**src/rtl/rx_status_pkg.sv**
```systemverilog
package rx_status_pkg;
  localparam int OVR_SUM_BIT = 9;
  localparam int RMT_SUM_BIT = 2;

  typedef enum logic [2:0] {
    RA_RXDONE  = 3'd0,
    RA_RMTPEND = 3'd1,
    RA_OVRVEC  = 3'd2,
    RA_FLAGS   = 3'd3,
    RA_IMASK   = 3'd4,
    RA_MBMASK  = 3'd5
  } reg_sel_e;
endpackage

```
**src/rtl/rsc_flag_vec.sv**
```systemverilog
module rsc_flag_vec #(
  parameter int W = 32
) (
  input  logic         clk,
  input  logic         rst_n,
  input  logic [W-1:0] set_i,
  input  logic [W-1:0] clr_i,
  output logic [W-1:0] q_o
);
  always_ff @(posedge clk) begin
    if (!rst_n) q_o <= '0;
    else        q_o <= (q_o & ~clr_i) | set_i;
  end
endmodule

```
**src/rtl/rsc_dlc_bank.sv**
```systemverilog
module rsc_dlc_bank #(
  parameter int NUM_MB = 32,
  parameter int DLC_W  = 4,
  localparam int IDX_W = $clog2(NUM_MB)
) (
  input  logic             clk,
  input  logic             rst_n,
  input  logic             hw_we,
  input  logic [IDX_W-1:0] hw_idx,
  input  logic [DLC_W-1:0] hw_dlc,
  input  logic             sw_we,
  input  logic [IDX_W-1:0] sw_idx,
  input  logic [DLC_W-1:0] sw_dlc,
  input  logic [IDX_W-1:0] rd_idx,
  output logic [DLC_W-1:0] rd_dlc
);
  logic [DLC_W-1:0] slot [NUM_MB];

  for (genvar i = 0; i < NUM_MB; i++) begin : g_slot
    always_ff @(posedge clk) begin
      if (!rst_n)
        slot[i] <= '0;
      else if (hw_we && hw_idx == IDX_W'(i))
        slot[i] <= hw_dlc;
      else if (sw_we && sw_idx == IDX_W'(i))
        slot[i] <= sw_dlc;
    end
  end

  assign rd_dlc = slot[rd_idx];
endmodule

```
**src/rtl/rsc_irq_gate.sv**
```systemverilog
module rsc_irq_gate
  import rx_status_pkg::*;
#(
  parameter int NUM_MB = 32,
  parameter int DATA_W = 32
) (
  input  logic              sum_ovr,
  input  logic [NUM_MB-1:0] rmtpend,
  input  logic [NUM_MB-1:0] mbmask,
  input  logic [DATA_W-1:0] imask,
  output logic              irq_ovr,
  output logic              irq_rmt
);
  logic any_rmt_enabled;

  always_comb begin
    any_rmt_enabled = |(rmtpend & ~mbmask);
    irq_ovr = sum_ovr && !imask[OVR_SUM_BIT];
    irq_rmt = any_rmt_enabled && !imask[RMT_SUM_BIT];
  end
endmodule

```
**src/rtl/rx_status_ctrl.sv**
```systemverilog
module rx_status_ctrl
  import rx_status_pkg::*;
#(
  parameter int NUM_MB = 32,
  parameter int DLC_W  = 4,
  parameter int DATA_W = 32,
  localparam int IDX_W  = $clog2(NUM_MB),
  localparam int ADDR_W = IDX_W + 1
) (
  input  logic              clk,
  input  logic              rst_n,
  input  logic              rx_valid,
  output logic              rx_ready,
  input  logic [IDX_W-1:0]  rx_mbox,
  input  logic              rx_remote,
  input  logic [DLC_W-1:0]  rx_dlc,
  input  logic              reg_wr,
  input  logic [ADDR_W-1:0] reg_addr,
  input  logic [DATA_W-1:0] reg_wdata,
  output logic [DATA_W-1:0] reg_rdata,
  output logic              irq_ovr,
  output logic              irq_rmt
);
  logic              hit, data_hit, rmt_hit, dlc_sel;
  logic [NUM_MB-1:0] mb_onehot, data_set, rmt_set, ovr_set;
  logic [NUM_MB-1:0] rxdone_q, rmtpend_q, ovrvec_q;
  logic [NUM_MB-1:0] rxdone_clr, rmtpend_clr, ovrvec_clr;
  logic [NUM_MB-1:0] mbmask_q;
  logic [DATA_W-1:0] imask_q;
  logic              sum_ovr_q;
  logic [DLC_W-1:0]  dlc_rd;
  reg_sel_e          sel;

  always_ff @(posedge clk) begin
    if (!rst_n) rx_ready <= 1'b0;
    else        rx_ready <= 1'b1;
  end

  assign hit       = rx_valid && rx_ready;
  assign data_hit  = hit && !rx_remote;
  assign rmt_hit   = hit && rx_remote;
  assign mb_onehot = NUM_MB'(1) << rx_mbox;
  assign data_set  = data_hit ? mb_onehot : '0;
  assign rmt_set   = rmt_hit  ? mb_onehot : '0;
  assign ovr_set   = data_set & rxdone_q;

  assign dlc_sel = reg_addr[IDX_W];
  assign sel     = reg_sel_e'(reg_addr[2:0]);

  always_comb begin
    rxdone_clr  = '0;
    rmtpend_clr = '0;
    ovrvec_clr  = '0;
    if (reg_wr && !dlc_sel && reg_addr[IDX_W-1:3] == '0) begin
      case (sel)
        RA_RXDONE:  rxdone_clr  = reg_wdata[NUM_MB-1:0];
        RA_RMTPEND: rmtpend_clr = reg_wdata[NUM_MB-1:0];
        RA_OVRVEC:  ovrvec_clr  = reg_wdata[NUM_MB-1:0];
        default: ;
      endcase
    end
  end

  rsc_flag_vec #(.W(NUM_MB)) i_rxdone (
    .clk(clk), .rst_n(rst_n), .set_i(data_set), .clr_i(rxdone_clr), .q_o(rxdone_q));
  rsc_flag_vec #(.W(NUM_MB)) i_rmtpend (
    .clk(clk), .rst_n(rst_n), .set_i(rmt_set), .clr_i(rmtpend_clr), .q_o(rmtpend_q));
  rsc_flag_vec #(.W(NUM_MB)) i_ovrvec (
    .clk(clk), .rst_n(rst_n), .set_i(ovr_set), .clr_i(ovrvec_clr), .q_o(ovrvec_q));

  logic reg_low_wr;
  assign reg_low_wr = reg_wr && !dlc_sel && reg_addr[IDX_W-1:3] == '0;

  always_ff @(posedge clk) begin
    if (!rst_n) begin
      sum_ovr_q <= 1'b0;
      imask_q   <= '1;
      mbmask_q  <= '1;
    end else begin
      if (|ovr_set)
        sum_ovr_q <= 1'b1;
      else if (reg_low_wr && sel == RA_FLAGS && reg_wdata[OVR_SUM_BIT])
        sum_ovr_q <= 1'b0;
      if (reg_low_wr && sel == RA_IMASK)
        imask_q <= reg_wdata;
      if (reg_low_wr && sel == RA_MBMASK)
        mbmask_q <= reg_wdata[NUM_MB-1:0];
    end
  end

  rsc_dlc_bank #(.NUM_MB(NUM_MB), .DLC_W(DLC_W)) i_dlc (
    .clk(clk), .rst_n(rst_n),
    .hw_we(data_hit), .hw_idx(rx_mbox), .hw_dlc(rx_dlc),
    .sw_we(reg_wr && dlc_sel), .sw_idx(reg_addr[IDX_W-1:0]),
    .sw_dlc(reg_wdata[DLC_W-1:0]),
    .rd_idx(reg_addr[IDX_W-1:0]), .rd_dlc(dlc_rd));

  rsc_irq_gate #(.NUM_MB(NUM_MB), .DATA_W(DATA_W)) i_irq (
    .sum_ovr(sum_ovr_q), .rmtpend(rmtpend_q), .mbmask(mbmask_q), .imask(imask_q),
    .irq_ovr(irq_ovr), .irq_rmt(irq_rmt));

  always_comb begin
    reg_rdata = '0;
    if (dlc_sel) begin
      reg_rdata = DATA_W'(dlc_rd);
    end else if (reg_addr[IDX_W-1:3] == '0) begin
      case (sel)
        RA_RXDONE:  reg_rdata = DATA_W'(rxdone_q);
        RA_RMTPEND: reg_rdata = DATA_W'(rmtpend_q);
        RA_OVRVEC:  reg_rdata = DATA_W'(ovrvec_q);
        RA_FLAGS: begin
          reg_rdata[OVR_SUM_BIT] = sum_ovr_q;
          reg_rdata[RMT_SUM_BIT] = |rmtpend_q;
        end
        RA_IMASK:   reg_rdata = imask_q;
        RA_MBMASK:  reg_rdata = DATA_W'(mbmask_q);
        default:    reg_rdata = '0;
      endcase
    end
  end
endmodule

```
**config.mk**
```make
export PLATFORM = sky130hd
export DESIGN_NAME = rx_status_ctrl
export DESIGN_NICKNAME = d
export VERILOG_FILES = /design/src/rtl/rx_status_pkg.sv /design/src/rtl/rsc_flag_vec.sv /design/src/rtl/rsc_dlc_bank.sv /design/src/rtl/rsc_irq_gate.sv /design/src/rtl/rx_status_ctrl.sv
export SDC_FILE = /design/constraint.sdc
export NUM_CORES = 1
export LEC_CHECK = 0
export BUFFER_PORTS_ARGS = -buffer_cell sky130_fd_sc_hd__buf_2
export CAP_MARGIN = 20
export CORE_MARGIN = 1
export CORE_UTILIZATION = 45
export CTS_BUF_LIST = sky130_fd_sc_hd__clkbuf_4 sky130_fd_sc_hd__clkbuf_8
export CTS_CLUSTER_DIAMETER = 100
export DETAILED_ROUTE_END_ITERATION = 12
export HOLD_SLACK_MARGIN = 0.12
export SETUP_SLACK_MARGIN = 0.15
export SLEW_MARGIN = 30
export SYNTH_ARGS = -nofsm -noshare
export SYNTH_HDL_FRONTEND = slang
export SYNTH_SLANG_ARGS = --single-unit
```
**constraint.sdc**
```tcl
create_clock -name clk -period 2.8 [get_ports clk]
set_clock_uncertainty 0.05 [all_clocks]
set_input_delay 0.14 -clock clk [delete_from_list [all_inputs] [get_ports clk]]
set_output_delay 0.14 -clock clk [all_outputs]
set_load 0.1 [all_outputs]
```
After elaboration in Yosys (flattened, before gate mapping)
Memories as Yosys holds them, arrays and structs flattened. Cells that the tools add are included.

Memory bits (writable): 128. Flip-flop bits (word level): 162. Memories kept: 1. Logic and storage cells: 547.

Memories: i_dlc.slot (depth 32, bits a word 4, rd ports 1, clocked after memory_dff 0, write ports 32, line rsc_dlc_bank.sv:17) `logic [DLC_W-1:0] slot [NUM_MB];`.

Bitwise operators: 76. Shift-type cells: 1. Eq/ne operators: 67. Reductions and logical operators: 88. Multiplexer cells: 307.

Operator list (number): 32-bit 2-to-1 mux (10); 4-bit 2-to-1 mux (64); 1-bit 2-to-1 mux (228); 32-bit AND (5); 5-bit == test (second input constant) (32); 32-bit inverter (4); 22-bit case mux with 5 select lines (1); 32-bit bitwise OR (3); 32-bit OR reduction (3); 5-bit by 4-bit == test with 1-bit output (second input constant) (16); 1-bit logical AND (76); 1-bit bitwise OR (64); 5-bit by 3-bit == test with 1-bit output (second input constant) (8); 1-bit by 5-bit << shifter with 32-bit output (first input constant) (1); 6-bit case mux with 5 select lines (1); 5-bit by 2-bit == test with 1-bit output (second input constant) (4); 1-bit case mux with 6 select lines (2); 5-bit by 1-bit == test with 1-bit output (second input constant) (2); 5-bit zero test (2); 2-bit case mux with 5 select lines (1); 3-bit by 2-bit == test with 1-bit output (second input constant) (2); 3-bit == test (second input constant) (2); 1-bit zero test (4); 3-bit by 1-bit == test with 1-bit output (second input constant) (1); other kinds (3) (3).

Logic depth before layout (Yosys ltp)
Gate-level depths: netlist of the first run.

Depth after elaboration: 8. Depth in mapped cells: 9.

Hierarchy
A second synthesis of the first run with hierarchy kept.

Cells, all modules: 1608. Area total of the unflattened synthesis: 16333.2 µm².

By module, submodules not included: rsc_dlc_bank (area each 7487.2 µm², seq. area each 3843.7 µm², cells each 536, times used 1); rx_status_ctrl (area each 5241.3 µm², seq. area each 1321.3 µm², cells each 721, times used 1); rsc_flag_vec (area each 1114.8 µm², seq. area each 640.6 µm², cells each 99, times used 3); rsc_irq_gate (area each 260.2 µm², seq. area each 0.0 µm², cells each 54, times used 1).

Worst setup path before layout of the first run
Ideal clock, no wire load.

Path type: input to output. Start: in reg_addr[2]. End: out reg_rdata[9]. Data arrival time: 2.636 ns. Stages: 5. Path slack: -0.026 ns. Cells stage by stage: buf_2 > nor3_1 > clkbuf_1 > a22oi_1 > a31oi_1.

Word-level cells in the longest chain between the ends: 4. Elaborated cells on any way between the ends: 9.

RTL lines: start, declared (line rx_status_ctrl.sv:18) `input logic [ADDR_W-1:0] reg_addr,`; 3-bit == test (tied with other cells) (line rx_status_ctrl.sv:107) `case (sel)`; 1-bit case mux with 6 select lines * (line rx_status_ctrl.sv:107); 32-bit 2-to-1 mux * (line rx_status_ctrl.sv:106) `end else if (reg_addr[IDX_W-1:3] == '0) begin`; 32-bit 2-to-1 mux * (line rx_status_ctrl.sv:104) `if (dlc_sel) begin`; end, declared (line rx_status_ctrl.sv:20) `output logic [DATA_W-1:0] reg_rdata,`.

Every way passes the cells marked *; elsewhere a longest branch is shown, timed or not.

Final worst setup path of the first run
Start: reg i_rmtpend.q_o[6]. End: out reg_rdata[2].

Word-level cells in the longest chain between the ends: 4.

RTL lines: start, declared (line rsc_flag_vec.sv:8) `output logic [W-1:0] q_o`; start signal, assigned (line rsc_flag_vec.sv:12) `else q_o <= (q_o & ~clr_i) | set_i;`; 32-bit OR reduction (line rx_status_ctrl.sv:113) `reg_rdata[RMT_SUM_BIT] = |rmtpend_q;`; 1-bit case mux with 6 select lines (line rx_status_ctrl.sv:107); 32-bit 2-to-1 mux (line rx_status_ctrl.sv:106); 32-bit 2-to-1 mux (line rx_status_ctrl.sv:104).

Every way passes these cells.

==> summary.txt, run 1 <==
Status
  • Outcome: completed

Floorplan
  • Cell Rows: 67
  • Die width: 186.5 µm
  • Die Area: 34800 µm²
  • Height of the die: 186.5 µm
  • Core ar.: 33530 µm²
  • Initial Utilization: 0.4570
  • Ports: 87

STA
  • Final setup viols: 0
  • Slew Limit Headroom: 0.4505
  • Worst-margin pin slew: 824.3 ps
  • Setup TNS: 0 ps
  • Max Transition Viols Final: 0
  • Final hold violations: 0
  • Fmax: 379.8 MHz
  • RSZ-0062 raised after global routing: yes
  • Fin crit period: 2633 ps
  • Worst Hold Margin: 159.8 ps
  • Final period util: 0.9402

Global routing
  • Antenna violations before repair: 3
  • First-pass GRT wire length: 83.86 mm
  • Vias in the first global route: 13200
  • Largest net degree at the start of global routing: 175
  • Aggregate global-route resource usage: 0.3192
  • GR Overflow Total: 0

Clocking
  • Clk sinks: 290
  • H-tree level count: 2
  • Clock tree from TritonCTS: built
  • Latest clock arrival within the worst-skew pair: 590 ps
  • Clock root cell: clkbuf_8
  • Postcts setup bufs: 0
  • CTS Buf Count: 50
  • Clock buffer depth: 3
  • Clock slew at reported path FFs: 60 ps

Synthesis
  • Syn_area_per_cell: 9.407 µm²
  • Cells after Synth: 1629
  • Simple-gate share of the synthesized area: 0.2300
  • Netlist cell types: 72
  • Post-Syn Area: 15320 µm²
  • Ys async rst share: 0
  • Seq cells post-synth: 290
  • Share of the yosys chip area belonging to registers: 0.4624
  • Area fraction in compound gates after synthesis: 0.1545
  • Largest family of logic cells by synthesized area: simple AND/OR/NAND/NOR gates
  • Post-Synth Adder-Cell Area: 0
  • Ys Warns: 0
  • Number of synthesized flops with an enable pin: 128
  • Synth Area in XOR/XNOR: 0
  • Ys flop type: dfxtp_1
  • Mux contribution to synthesized area: 0.09936
  • Syn nets: 1681

Worst setup path
  • CP arrival: 2440 ps
  • Slowest cell on crit path: nor4_1
  • CP Launch Type: flop
  • WS Path Type: flop to primary output
  • CP delay by family, top: simple AND/OR/NAND/NOR gates
  • Most common cell on crit path: o21ai_2
  • Setup crit end kind: primary output
  • Critical path peak fanout: 4
  • CP Data Required Time: 2610 ps
  • Worst Path Buf+Inv: 1
  • CP Cell Sequence: nor4_1, nand4_1, o21ai_2, a221o_1, o21ai_2, buf_12
  • CP max stage delay: 500 ps

Place
  • Hpwl dp: 38.48 mm
  • Gpl congestion: 0.9283
  • Buffers on Ports: 86

Drt
  • Drt total wl: 56.20 mm
  • Post-route ant nets: 0
  • Routed length per instance: 25.48 µm
  • DRC errors left: 0
  • Met2 WL: 25.37 mm
  • Number of DRC markers in iteration 0: 1729
  • DR vias/cell: 6.325
  • Met3 WL: 5.840 mm
  • Highest routing layer actually used: met4
  • DR pass1 iterations: 6
  • M1 WL: 22.46 mm
  • Detailed-route via count: 13950

Final layout
  • Final-stage net count: 1768
  • Share of layout cells above drive strength 1: 0.1811
  • Most common cell after layout, fill and taps aside: nand2_1
  • Most frequent cells in the layout: nand2_1 (356), dfxtp_1 (162), edfxtp_1 (128)
  • Syn-to-layout area delta: 16.16%

Run
  • Max cap viols: 0

Power
  • Maximum vdd drop: 0.3551 mV
  • P_leak: 6.410 nW
  • Cell Pwr Density: 552.8 nW/µm²

Min path
  • Hold crit path type: input port to flop
timing repair:
action	CTS	global route
pin swaps	1	2
hold endpoints to repair	208	0
setup endpoints to repair	2	3
gates resized for setup	6	7
hold buffers	36	0
sequential cells by signal (all words and copies together) (netlist names):
signal / count
i_ovrvec.q_o: 32
mbmask_q: 32
i_dlc.slot: 128
i_rmtpend.q_o: 32
i_rxdone.q_o: 32
rx_ready: 1
sum_ovr_q: 1
imask_q: 32
power breakdown:
| group | switching, mW | internal (mW) |
|---|---|---|
| clock network | 1.81 | 2.58 |
| logic | 0.638 | 0.303 |
| registers | 0.0335 | 4.48 |
stage by stage:
step	utilization	instances	area (µm²)	setup slack [ps]	total power [mW]
global placement	0.4847	2076	16250	480.0	5.470
CTS	0.5297	2204	17760	138.7	9.837
finish	0.5309	2206	17800	167.3	9.840
floorplan	-	1629	15330	61.35	5.157
detailed placement	0.4847	2076	16250	457.9	5.477
global route	0.5309	2206	17800	137.6	10.08
final cells by class:
type / instances / area (µm²)
antenna: 2 / 5.005
clock buffer: 80 / 982.2
clock inverter: 12 / 153.9
fill: 3067 / 15730
inverter: 33 / 123.9
multi-input combinational: 1156 / 7467
sequential: 290 / 7087
tap: 448 / 560.5
timing repair buffer: 185 / 1421
routing by layer:
layer / global-route usage / vias to the layer above
met5: 0 / -
met4: 0.1453 / 0
met3: 0.05097 / 160
met2: 0.4970 / 896
met1: 0.4381 / 6698
li1: - / 6199
final timing paths:
path                               startpoint                     endpoint  slack [ps]  cells after the start
setup / recovery  i_rmtpend.q_o[6]$_SDFF_PN0_                 reg_rdata[2]         170                      6
hold / removal                   reg_wdata[2]     mbmask_q[2]$_SDFFE_PN1P_         160                      3
setup reg to reg             rx_ready$_DFF_P_  i_dlc.slot[23][2]$_DFFE_PP_         310                      6
hold reg to reg      imask_q[17]$_SDFFE_PN1P_     imask_q[17]$_SDFFE_PN1P_         420                      2
synth_stat cells, types with 15 or more instances:
| library cell | number | area, µm² |
|---|---|---|
| clkbuf_1 | 95 | 356.6 |
| edfxtp_1 | 128 | 3844 |
| a22oi_1 | 62 | 465.5 |
| nand4_1 | 45 | 281.5 |
| a32oi_1 | 15 | 131.4 |
| nand2_1 | 356 | 1336 |
| mux4_2 | 59 | 1329 |
| buf_2 | 33 | 165.2 |
| a21boi_0 | 26 | 195.2 |
| and2_1 | 27 | 168.9 |
| a21oi_1 | 44 | 220.2 |
| nor2_1 | 72 | 270.3 |
| o22ai_1 | 76 | 475.5 |
| nand3_1 | 109 | 545.5 |
| o2bb2ai_1 | 18 | 157.7 |
| inv_1 | 32 | 120.1 |
| o21ai_0 | 36 | 180.2 |
| a32o_1 | 16 | 160.2 |
| dfxtp_1 | 162 | 3243 |
| nor2b_1 | 64 | 400.4 |
worst min-delay path: stages:
cell and delay (ps):
buf_2 370, nand2_1 150, nand3_1 70
cell families (layout without fill, tap and decap cells):
group,count (synthesis),after routing
other cells,0,2
buf+inv,183,310
mux,76,76
flops,290,290
simple gates,739,739
compound gates,341,341
(Power assumes the default switching activity.)
==> inputs of run 2 (changes only) <==
Settings changed: BUFFER_PORTS_ARGS -buffer_cell sky130_fd_sc_hd__buf_2 to -buffer_cell sky130_fd_sc_hd__buf_4.
==> run 2 against run 1 <==
  * Global-route usage up 0.36 points
  * Largest power group unchanged
  * Critical path type unchanged
  * Sequential power hardly changed
  * First-iteration DRC count is 17% higher
  * Critical endpoint unchanged
==> summary.txt, run 2 (synthesized netlist as in run 1, its figures left out) <==
Min path
  • Hold_sp: rx_mbox[4]
  • Hold path depth: 4 (+1)
  • Worst Hold Path EP: i_ovrvec.q_o[13]$_SDFF_PN0_
  • Hold crit path type: input port to flop

Final layout
  • Number of flip-flops in the largest register: 128 (unchanged)
  • Most common cell after layout, fill and taps aside: nand2_1
  • Fill cell count: 3073 (+0.20%)
  • Final-stage net count: 1768 (unchanged)
  • Seq. cell area: 7087 µm² (unchanged)
  • Reg with most FFs: i_dlc.slot
  • Syn-to-layout area delta: 16.84%
  • # diodes: 0 (-2)
  • Most frequent cells in the layout: nand2_1 (356), dfxtp_1 (162), buf_4 (137)
  • Core Util, Final: 0.5340 (+0.003135)
  • Multi-input gate area: 7463 µm² (about the same)
  • Share of layout cells above drive strength 1: 0.1803 (-0.0008310)

Clocking
  • Clock root cell: clkbuf_8
  • Postcts setup bufs: 0 (unchanged)
  • Clk sinks: 290 (unchanged)
  • Clock buffer depth: 3 (unchanged)
  • H-tree level count: 2 (unchanged)
  • Clock tree from TritonCTS: built
  • CTS Buf Count: 48 (-4.0%)
  • Clock slew at reported path FFs: 70 ps (about the same)
  • Latest clock arrival within the worst-skew pair: 570 ps (-20 ps)

STA
  • Slew Limit Headroom: 0.4758 (+0.02539)
  • RSZ-0062 raised after global routing: no
  • Worst-margin pin slew: 784.6 ps (-39.70 ps)
  • Fin crit period: 2591 ps (-41.86 ps)
  • Final hold violations: 0 (unchanged)
  • Max Transition Viols Final: 0 (unchanged)
  • Final setup viols: 0 (unchanged)
  • Fmax: 386.0 MHz (+1.6%)
  • Setup TNS: 0 ps (unchanged)
  • Final period util: 0.9253 (-0.01495)

Global routing
  • Vias in the first global route: 13230 (+0.27%)
  • Antenna violations before repair: 0 (-3)
  • Largest net degree at the start of global routing: 142 (-19%)
  • First-pass GRT wire length: 85.07 mm (+1.4%)
  • Aggregate global-route resource usage: 0.3228 (+0.003635)
  • GR Overflow Total: 0 (unchanged)

Worst setup path
  • CP Data Required Time: 2610 ps (about the same)
  • WS Path Type: flop to primary output
  • Worst-case reg-to-reg path depth: 4 (-2)
  • Reg-to-reg startpoint: rx_ready$_DFF_P_
  • Worst r2r dst: i_dlc.slot[30][2]$_DFFE_PP_
  • CP arrival: 2400 ps (-40 ps)
  • Setup crit end kind: primary output
  • CP Launch Type: flop
  • R2r setup slk: 270 ps (-40 ps)
  • Critical path peak fanout: 1 (-3)

Place
  • Buffers on Ports: 86 (unchanged)
  • Hpwl dp: 39.48 mm (+2.6%)
  • Gpl congestion: 0.9658 (+4.0%)

Power
  • Tot Pwr: 9.599 mW (-2.5%)
  • Maximum vdd drop: 0.4196 mV (+18%)
  • P_leak: 6.417 nW (+0.12%)
  • Cell Pwr Density: 536.1 nW/µm² (-3.0%)

Floorplan
  • Cell Rows: 67 (unchanged)
  • Die Area: 34800 µm² (unchanged)
  • Initial Utilization: 0.4570 (unchanged)
  • Ports: 87 (unchanged)
  • Core ar.: 33530 µm² (unchanged)
  • Height of the die: 186.5 µm (unchanged)
  • Die width: 186.5 µm (unchanged)

Drt
  • Post-route ant nets: 0 (unchanged)
  • Routed length per instance: 25.96 µm (+1.9%)
  • DR vias/cell: 6.439 (+1.8%)
  • Drt total wl: 57.13 mm (+1.7%)
  • Detailed-route via count: 14170 (+1.6%)
  • DR pass1 iterations: 7 (+1)
  • Number of DRC markers in iteration 0: 2018 (+17%)
  • DRC errors left: 0 (unchanged)

Run
  • Max cap viols: 0 (unchanged)

Status
  • Outcome: completed
-- run 2: worst max-delay path by stage --
stage | start | to
2_1_floorplan | reg_addr[5] | reg_rdata[0]
3_3_place_gp | rx_ready$_DFF_P_ | i_dlc.slot[30][0]$_DFFE_PP_
3_5_place_dp | rx_ready$_DFF_P_ | i_dlc.slot[30][0]$_DFFE_PP_
4_1_cts | rx_ready$_DFF_P_ | i_dlc.slot[30][2]$_DFFE_PP_
5_1_grt | i_dlc.slot[26][2]$_DFFE_PP_ | reg_rdata[2]
6_report | i_dlc.slot[18][2]$_DFFE_PP_ | reg_rdata[2]
-- run 2: power by group --
| part | internal [mW] | switching [mW] |
|---|---|---|
| clock | 2.35 | 1.77 |
| combinational | 0.325 | 0.647 |
| sequential | 4.48 | 0.0384 |
-- run 2: area by class of cell --
type                    instances  area share
inverters                      33    0.006918
clock inverters                 5    0.002725
well taps                     448     0.03130
flip-flops and latches        290      0.3958
clock buffers                  82     0.05639
repair buffers                187     0.09007
multi-input cells            1156      0.4168
-- run 2: routing by layer --
metal  vias to the layer above  wire [µm]  GRT usage
met1                      6840      22660     0.4471
met3                       168       6300    0.05718
met2                       984      25690     0.4993
met5                         -          0          0
li1                       6181          -          -
met4                         0       2484     0.1352
-- run 2: worst max-delay path, cell delays in order (launching register included) --
cell	delay, ps
edfxtp_1	400
mux4_2	490
mux4_2	510
o21ai_1	130
o21ai_1	100
buf_6	200
-- run 2: metrics by stage --
stage	cell area, µm²	hold WS [ps]	instances	setup slack (ps)
2_1_floorplan	15330	117.7	1629	61.35
3_3_place_gp	16410	344.0	2075	223.5
3_5_place_dp	16410	352.0	2075	175.7
4_1_cts	17870	144.0	2201	154.7
5_1_grt	17910	186.0	2201	160.1
6_report	17910	176.1	2201	209.2
-- run 2: what timing repair did --
| item | CTS | global route |
|---|---|---|
| pin swaps | 0 | 1 |
| cloned | 0 | 0 |
| hold endpoints to repair | 247 | 0 |
| resized for setup | 3 | 10 |
| setup endpoints to repair | 2 | 10 |
| hold buffers | 39 | 0 |
==> inputs of run 3 (changes only) <==
Settings changed: CTS_BUF_LIST sky130_fd_sc_hd__clkbuf_4 sky130_fd_sc_hd__clkbuf_8 to sky130_fd_sc_hd__clkbuf_8.
==> run 3 against run 2 <==
  * First-iteration DRC count decreased by 5.6%
  * Die area unchanged
  * Final area decreased by 0.40%
  * Final cell count unchanged
  * Via count decreased by 0.39%
  * Largest power group unchanged
  * Sequential share of layout area increased by 0.16 points
==> summary.txt, run 3 (synthesized netlist as in run 1, its figures left out) <==
Floorplan
  • Core ar.: 33530 µm² (unchanged)
  • Ports: 87 (unchanged)
  • Height of the die: 186.5 µm (unchanged)
  • Initial Utilization: 0.4570 (unchanged)
  • Die Area: 34800 µm² (unchanged)
  • Die width: 186.5 µm (unchanged)
  • Cell Rows: 67 (unchanged)

Place
  • Gpl congestion: 0.9658 (unchanged)
  • Place WS: 175.7 ps (unchanged)
  • Buffers on Ports: 86 (unchanged)
  • Hpwl dp: 39.48 mm (unchanged)

Power
  • Combinational cell fraction of total power: 0.104 (+0.003)
  • Clock Power Share: 0.412 (-0.016)
  • Flop pwr share: 0.484 (+0.014)
  • P_leak: 6.431 nW (+0.21%)
  • Cell Pwr Density: 523.3 nW/µm² (-2.4%)
  • Internal power: 6.894 mW (-3.6%)
  • Sw frac: 0.2614 (+0.006046)
  • Maximum vdd drop: 0.3787 mV (-9.7%)
  • Tot Pwr: 9.334 mW (-2.8%)
  • Sw power: 2.440 mW (-0.46%)

Final layout
  • Final-stage net count: 1768 (unchanged)
  • Most common cell after layout, fill and taps aside: nand2_1
  • Syn-to-layout area delta: 16.38%
  • Reg with most FFs: i_dlc.slot
  • Most frequent cells in the layout: nand2_1 (356), dfxtp_1 (162), buf_4 (137)
  • Share of layout cells above drive strength 1: 0.1694 (-0.01084)
  • # diodes: 0 (unchanged)
  • Number of flip-flops in the largest register: 128 (unchanged)

Worst setup path
  • R2r setup slk: 250 ps (-20 ps)
  • Critical path peak fanout: 1 (unchanged)
  • Reg-to-reg startpoint: rx_ready$_DFF_P_
  • CP Launch Type: flop
  • Slowest cell on crit path: mux4_2
  • CP delay by family, top: multiplexers
  • CP Cell Sequence: mux4_2, mux4_2, o21ai_1, o21ai_1, buf_6
  • CP arrival: 2410 ps (about the same)
  • Setup crit end kind: primary output
  • WS Path Type: flop to primary output
  • Worst r2r dst: i_dlc.slot[30][0]$_DFFE_PP_
  • Worst Setup SP: i_dlc.slot[18][2]$_DFFE_PP_
  • CP max stage delay: 510 ps (about the same)
  • CP Data Required Time: 2610 ps (about the same)
  • Worst-case reg-to-reg path depth: 4 (unchanged)
  • Number of stages on the worst setup path: 5 (unchanged)
  • Worst Path Buf+Inv: 1 (unchanged)

Clocking
  • Clock slew at reported path FFs: 60 ps (about the same)
  • Clock root cell: clkbuf_8
  • Latest clock arrival within the worst-skew pair: 560 ps (about the same)
  • H-tree level count: 2 (unchanged)
  • Clock buffer depth: 3 (unchanged)
  • Clk sinks: 290 (unchanged)
  • Clock tree from TritonCTS: built
  • CTS Buf Count: 48 (unchanged)
  • Postcts setup bufs: 0 (unchanged)

Drt
  • Drt total wl: 57.10 mm (about the same)
  • DR vias/cell: 6.414 (-0.39%)
  • Number of DRC markers in iteration 0: 1904 (-5.6%)
  • DR pass1 iterations: 6 (-1)
  • Post-route ant nets: 0 (unchanged)
  • Detailed-route via count: 14120 (-0.39%)
  • Routed length per instance: 25.94 µm (about the same)
  • DRC errors left: 0 (unchanged)

STA
  • PnR worst setup slack: 201.2 ps (-7.958 ps)
  • Setup TNS: 0 ps (unchanged)
  • Worst-margin pin slew: 792.0 ps (+7.380 ps)
  • Slew Limit Headroom: 0.4709 (-0.004930)
  • Fin crit period: 2599 ps (+7.958 ps)
  • Fmax: 384.8 MHz (-0.31%)
  • Max Transition Viols Final: 0 (unchanged)
  • Final hold violations: 0 (unchanged)
  • RSZ-0062 raised after global routing: no
  • Final setup viols: 0 (unchanged)
  • Final period util: 0.9281 (+0.002842)

Global routing
  • Largest net degree at the start of global routing: 142 (unchanged)
  • First-pass GRT wire length: 85.08 mm (about the same)
  • Aggregate global-route resource usage: 0.3228 (about the same)
  • Antenna violations before repair: 0 (unchanged)
  • GR Overflow Total: 0 (unchanged)
  • Vias in the first global route: 13240 (+0.076%)

Run
  • Max cap viols: 0 (unchanged)

Status
  • Outcome: completed

Min path
  • Hold path depth: 4 (unchanged)
  • Worst Hold Path EP: i_ovrvec.q_o[13]$_SDFF_PN0_
  • Hold crit path type: input port to flop
  • Hold_sp: rx_mbox[4]
## run 3: layout make-up
type	instances	area, µm²
multi-input cells	1156	7463
clock buffers	63	867.1
clock inverters	24	120.1
well taps	448	560.5
fillers	3073	15700
inverters	33	123.9
repair buffers	187	1613
flip-flops and latches	290	7087
## run 3: per-stage QoR
step,cells,hold slack [ps],utilization,cell area [µm²]
floorplan,1629,117.7,-,15330
global placement,2075,344.0,0.4895,16410
detailed placement,2075,352.0,0.4895,16410
CTS,2201,144.0,0.5309,17800
global route,2201,187.1,0.5319,17830
finish,2201,177.8,0.5319,17830
## run 3: worst max path at each step
stage	to	slack [ps]
finish	reg_rdata[2]	200
global route	reg_rdata[2]	160
CTS	i_dlc.slot[30][2]$_DFFE_PP_	150
detailed placement	i_dlc.slot[30][0]$_DFFE_PP_	180
global placement	i_dlc.slot[30][0]$_DFFE_PP_	220
floorplan	reg_rdata[0]	60
## run 3: per-layer routing
layer / vias up / share of wire / GRT usage / routed length [µm]
met4: 0 / 0.047 / 0.1419 / 2669
met5: - / 0 / 0 / 0
li1: 6188 / - / - / -
met2: 965 / 0.45 / 0.4968 / 25480
met3: 173 / 0.11 / 0.05887 / 6366
met1: 6792 / 0.40 / 0.4455 / 22570
## run 3: timing repair
item / in CTS / in global routing
pin swaps: 0 / 1
endpoints found under the hold margin: 247 / 0
setup endpoints to repair: 2 / 10
hold buffers: 39 / 0
gates resized for setup: 3 / 10
## run 3: power by group through the flow
stage                     logic, mW  clock network (mW)  registers [mW]
after CTS                     0.946                3.87            4.51
final                         0.970                3.85            4.52
after floorplan               0.571                   0            4.59
after detailed placement      0.900                   0            4.60
after global routing           1.01                4.07            4.52
after global placement        0.899                   0            4.60
## run 3: worst reg2reg max path, stage by stage (launching register included)
cell,delay [ps]
dfxtp_1,440
nand4bb_1,540
nor2_2,460
nand2_1,370
nand3_1,360
